===== src/rtl/snap_rd_pkg.sv =====
package snap_rd_pkg;
    typedef enum logic [1:0] {
        PH_IDLE  = 2'd0,
        PH_UPPER = 2'd1,
        PH_LOWER = 2'd2
    } rd_phase_e;
endpackage


===== src/rtl/snap_result_bank.sv =====
module snap_result_bank #(
    parameter int NUM_REGS = 4,
    parameter int REG_W    = 16,
    localparam int IDX_W   = $clog2(NUM_REGS)
) (
    input  logic                           clk,
    input  logic                           rst_n,
    input  logic                           wr_en,
    input  logic [IDX_W-1:0]               wr_idx,
    input  logic [REG_W-1:0]               wr_val,
    output logic [NUM_REGS-1:0][REG_W-1:0] words
);
    // One register per result slot; converter writes replace the whole word.
    for (genvar g = 0; g < NUM_REGS; g++) begin : g_slot
        always_ff @(posedge clk) begin
            if (!rst_n) begin
                words[g] <= '0;
            end else if (wr_en && (wr_idx == IDX_W'(g))) begin
                words[g] <= wr_val;
            end
        end
    end
endmodule


===== src/rtl/snap_hold_latch.sv =====
module snap_hold_latch #(
    parameter int BYTE_W = 8
) (
    input  logic              clk,
    input  logic              rst_n,
    input  logic              load,
    input  logic [BYTE_W-1:0] din,
    output logic [BYTE_W-1:0] q
);
    always_ff @(posedge clk) begin
        if (!rst_n) begin
            q <= '0;
        end else if (load) begin
            q <= din;
        end
    end
endmodule


===== src/rtl/snap_read_fsm.sv =====
module snap_read_fsm
    import snap_rd_pkg::*;
#(
    parameter int BYTE_W = 8
) (
    input  logic              clk,
    input  logic              rst_n,
    input  logic              rd_en,
    input  logic              rd_lower,
    input  logic [BYTE_W-1:0] upper_byte,
    input  logic [BYTE_W-1:0] held_byte,
    output logic              load_hold,
    output logic [BYTE_W-1:0] rd_data,
    output logic              rd_valid
);
    rd_phase_e state_q, state_d;

    always_comb begin
        unique case (state_q)
            PH_IDLE, PH_UPPER, PH_LOWER: begin
                if (!rd_en)        state_d = PH_IDLE;
                else if (rd_lower) state_d = PH_LOWER;
                else               state_d = PH_UPPER;
            end
            default: state_d = PH_IDLE;
        endcase
    end

    // state register
    always_ff @(posedge clk) begin
        if (!rst_n) state_q <= PH_IDLE;
        else        state_q <= state_d;
    end

    // outputs
    always_ff @(posedge clk) begin
        if (!rst_n) begin
            rd_data <= '0;
        end else begin
            unique case (state_d)
                PH_UPPER: rd_data <= upper_byte;
                PH_LOWER: rd_data <= held_byte;
                default:  rd_data <= rd_data;
            endcase
        end
    end

    assign rd_valid  = (state_q != PH_IDLE);
    assign load_hold = (state_d == PH_UPPER);
endmodule


===== src/rtl/snap_byte_reader.sv =====
module snap_byte_reader #(
    parameter int NUM_REGS = 4,
    parameter int BYTE_W   = 8,
    localparam int REG_W   = 2 * BYTE_W,
    localparam int IDX_W   = $clog2(NUM_REGS),
    localparam int ADDR_W  = IDX_W + 1
) (
    input  logic              clk,
    input  logic              rst_n,
    input  logic              rd_en,
    input  logic [ADDR_W-1:0] rd_addr,
    output logic [BYTE_W-1:0] rd_data,
    output logic              rd_valid,
    input  logic              wr_en,
    input  logic [IDX_W-1:0]  wr_idx,
    input  logic [REG_W-1:0]  wr_val
);
    logic [NUM_REGS-1:0][REG_W-1:0] bank_words;
    logic [IDX_W-1:0]               sel_idx;
    logic [REG_W-1:0]               sel_word;
    logic [BYTE_W-1:0]              hold_q;
    logic                           load_hold;

    snap_result_bank #(.NUM_REGS(NUM_REGS), .REG_W(REG_W)) bank_i (
        .clk(clk), .rst_n(rst_n), .wr_en(wr_en), .wr_idx(wr_idx),
        .wr_val(wr_val), .words(bank_words)
    );

    // even offset = upper half, odd offset = lower half
    assign sel_idx  = rd_addr[ADDR_W-1:1];
    assign sel_word = bank_words[sel_idx];

    snap_hold_latch #(.BYTE_W(BYTE_W)) hold_i (
        .clk(clk), .rst_n(rst_n), .load(load_hold),
        .din(sel_word[BYTE_W-1:0]), .q(hold_q)
    );

    snap_read_fsm #(.BYTE_W(BYTE_W)) fsm_i (
        .clk(clk), .rst_n(rst_n), .rd_en(rd_en), .rd_lower(rd_addr[0]),
        .upper_byte(sel_word[REG_W-1:BYTE_W]), .held_byte(hold_q),
        .load_hold(load_hold), .rd_data(rd_data), .rd_valid(rd_valid)
    );
endmodule


===== config.mk =====
export PLATFORM = sky130hd
export DESIGN_NAME = snap_byte_reader
export DESIGN_NICKNAME = d
export VERILOG_FILES = /design/src/rtl/snap_rd_pkg.sv /design/src/rtl/snap_result_bank.sv /design/src/rtl/snap_hold_latch.sv /design/src/rtl/snap_read_fsm.sv /design/src/rtl/snap_byte_reader.sv
export SDC_FILE = /design/constraint.sdc
export NUM_CORES = 1
export LEC_CHECK = 0
export ABC_AREA = 1
export ABC_CLOCK_PERIOD_IN_PS = 2000
export CORE_ASPECT_RATIO = 0.5
export CORE_MARGIN = 2
export CORE_UTILIZATION = 45
export CTS_CLUSTER_SIZE = 24
export DETAILED_ROUTE_END_ITERATION = 8
export DONT_BUFFER_PORTS = 1
export MAX_ROUTING_LAYER = met4
export PLACE_DENSITY = 0.57
export SYNTH_ARGS = -nofsm -noshare
export SYNTH_HDL_FRONTEND = slang
export SYNTH_HIERARCHICAL = 1
export SYNTH_SLANG_ARGS = --single-unit

===== constraint.sdc =====
create_clock -name clk -period 2 [get_ports clk]
set_input_delay 0.3 -clock clk [delete_from_list [all_inputs] [get_ports clk]]
set_output_delay 0.3 -clock clk [all_outputs]
set_load 0.02 [all_outputs]

==> run summary <==
MaxCap Viol Count: 0
Worst R2R Path Depth: 7
Clk Tree Root Cell: clkbuf_16
RSZ-0062 raised after global routing: false
Synth Cell Area: 4337 um2
die area: 10490 um2
Avg WL per Cell: 11.39 um
dpl hpwl: 5790 um
crit path DAT: 1.63 ns
power density cells: 842.4 nW/um2
Fmax: 709.7 MHz
via count: 3668
final critical-path required period: 1.409 ns
worst-path maximum fanout: 16
Worst-Margin Slew: 0.5724 ns
hold path depth: 2
clock buffer depth: 2
effective utilization at floorplan: 0.4606
Leakage: 2.465 nW
Slew headroom: 0.6184
Unique masters post-synth: 20
Clk network pwr share: 0.426
fraction of layout cells with a size suffix above 1: 0.03776
routability congestion estimate: 0.7478
Final Setup Violations: 0
TritonCTS Buffers: 9
Mapped Cells: 734
Total GRT Usage: 0.2090
initial DRC count: 253
global-route wire length before repair: 16220 um
initial antenna violation count: 0
Reg power frac: 0.466
Initial DRT Pass Iterations: 5
Synth Register Bits: 82
Final period util: 0.7046
die span in x: 142.8 um
worst skew pair latency: 0.33 ns
Sw Pwr: 0.9585 mW
clock slew at reported path FFs: 0.06 ns
WP data required: 2.23 ns
Critical Path End Type: register
Mapped Nets: 761
cts repair resizes: 0
Final nets: 737
Vias per Instance: 4.315
FP Rows: 25
CTS Hold Bufs: 0
setup tns final: 0 ns
element type at the critical path start: register
type of the worst setup path: reg -> reg
Slew Viols, Final: 0
status: finished, final reports clean
final hold viol count: 0
largest net degree at the start of global routing: 82
Placeable Area: 9415 um2
clk_skew: 0.005876 ns
Die Ht: 73.42 um
Antenna Cells: 0
dpl ws: 0.5818 ns
Num Clock Sinks: 82
Peak VDD IR: 0.3538 mV
post-CTS setup buffers: 0
Int Power: 2.894 mW
post-detailed-route DRC marker count: 0
I/O pins: 34
number of port buffers: 0
share of power burned in combinational logic: 0.107
H-tree Lvls: 3
Min-Delay Path Class: in -> reg
Area after DPL: 4270 um2
total gr overflow: 0
Avg Cell Area, Syn: 5.908 um2
CTS tree: built
register area share after synthesis: 0.3785
final setup margin: 0.5909 ns
Yosys Warn Count: 6
Area Overhead vs Synth: 5.453%
antenna viol nets, final: 0
vias in the first global route: 3235
drt total wl: 9685 um
Net Sw Frac: 0.2488
post-route cell area: 4573 um2
state kept, by name, indices dropped and copies added, names as in the netlist:
signal	flops
bank_i/words	64
fsm_i/rd_data	8
hold_i/q	8
fsm_i/state_q	2
worst paths after layout:
kind                     from          endpoint  slack (ns)
min reg2reg       hold_i/q[7]       hold_i/q[7]        0.48
min                 wr_val[6]  bank_i/words[54]         0.1
max          fsm_i/state_q[1]       hold_i/q[7]        0.59
max reg2reg  fsm_i/state_q[1]       hold_i/q[7]        0.59
through the flow:
step	std cells	power [mW]	util	hold slack, ns
final	850	3.852	0.4857	0.09749
after detailed placement	834	2.248	0.4536	0.4354
after global placement	834	2.245	0.4536	0.4359
after CTS	850	3.906	0.4857	0.07601
after global routing	850	4.059	0.4857	0.07624
after floorplan	734	2.230	-	0.4349
cell families after synthesis:
family	count (synthesis)	share of synthesized area
AO/OA/AOI/OAI	24	0.02770
adder cells (fa/ha/maj)	2	0.005769
buffers and inverters	192	0.1948
flip-flops	82	0.3785
AND/OR/NAND/NOR	434	0.3932
cells in the mapped netlist:
cell      instances  area share
nand2_1         223        0.19
buf_4             3      0.0052
inv_4             1      0.0014
buf_8             2      0.0069
ha_1              2      0.0058
buf_2            16       0.018
inv_1           150        0.13
nor2_1          154        0.13
buf_6             9       0.023
nand3_1          53       0.061
dfxtp_1          82        0.38
or2_2             1      0.0014
inv_2             2      0.0017
a21oi_1          16       0.018
clkbuf_1          2      0.0017
nand2_2           2      0.0029
o21ai_1           2      0.0023
buf_1             7      0.0061
nor2_2            1      0.0014
o21ai_0           6      0.0069
worst max-delay path, cell delays in order (launching register included):
cell	delay, ns
dfxtp_1	0.30
nand2_1	0.08
nand3_1	0.11
inv_1	0.08
ha_1	0.51
nand2_1	0.11
nand2_1	0.08
nor2_1	0.04
power groups by stage:
| stage | logic (mW) | registers [mW] | clock network, mW |
|---|---|---|---|
| floorplan | 0.408 | 1.82 | 0 |
| global placement | 0.413 | 1.83 | 0 |
| detailed placement | 0.414 | 1.83 | 0 |
| CTS | 0.417 | 1.80 | 1.69 |
| global route | 0.497 | 1.81 | 1.75 |
| finish | 0.414 | 1.80 | 1.64 |
cells in the final DEF (no fill, tap or decap):
| cell | instances |
|---|---|
| or2_2 | 1 |
| clkbuf_16 | 9 |
| inv_1 | 150 |
| clkbuf_8 | 5 |
| ha_1 | 2 |
| clkbuf_1 | 1 |
| buf_4 | 4 |
| nand3_1 | 53 |
| dfxtp_1 | 82 |
| nor2_2 | 2 |
| nand2_1 | 223 |
| nand2_2 | 2 |
| inv_2 | 2 |
| a21oi_1 | 16 |
| clkinv_2 | 1 |
| o21ai_1 | 2 |
| nor2_1 | 153 |
| o21ai_0 | 6 |
| inv_4 | 1 |
layout make-up:
cell class | instances | area (um2)
clock buffer | 15 | 297.8
inverter | 153 | 576.8
tap | 135 | 168.9
fill | 1061 | 4842
multi-input combinational | 460 | 1853
sequential | 82 | 1642
timing repair buffer | 4 | 30.03
clock inverter | 1 | 5.005
layer usage:
layer / up-vias / GRT usage / part of all wire
li1: 2049 / - / -
met1: 1550 / 0.2929 / 0.55
met2: 65 / 0.2954 / 0.40
met3: 4 / 0.05737 / 0.045
met4: 0 / 0.05611 / 0.0044
met5: - / - / 0
No activity file was read; power rests on OpenSTA's default activity.
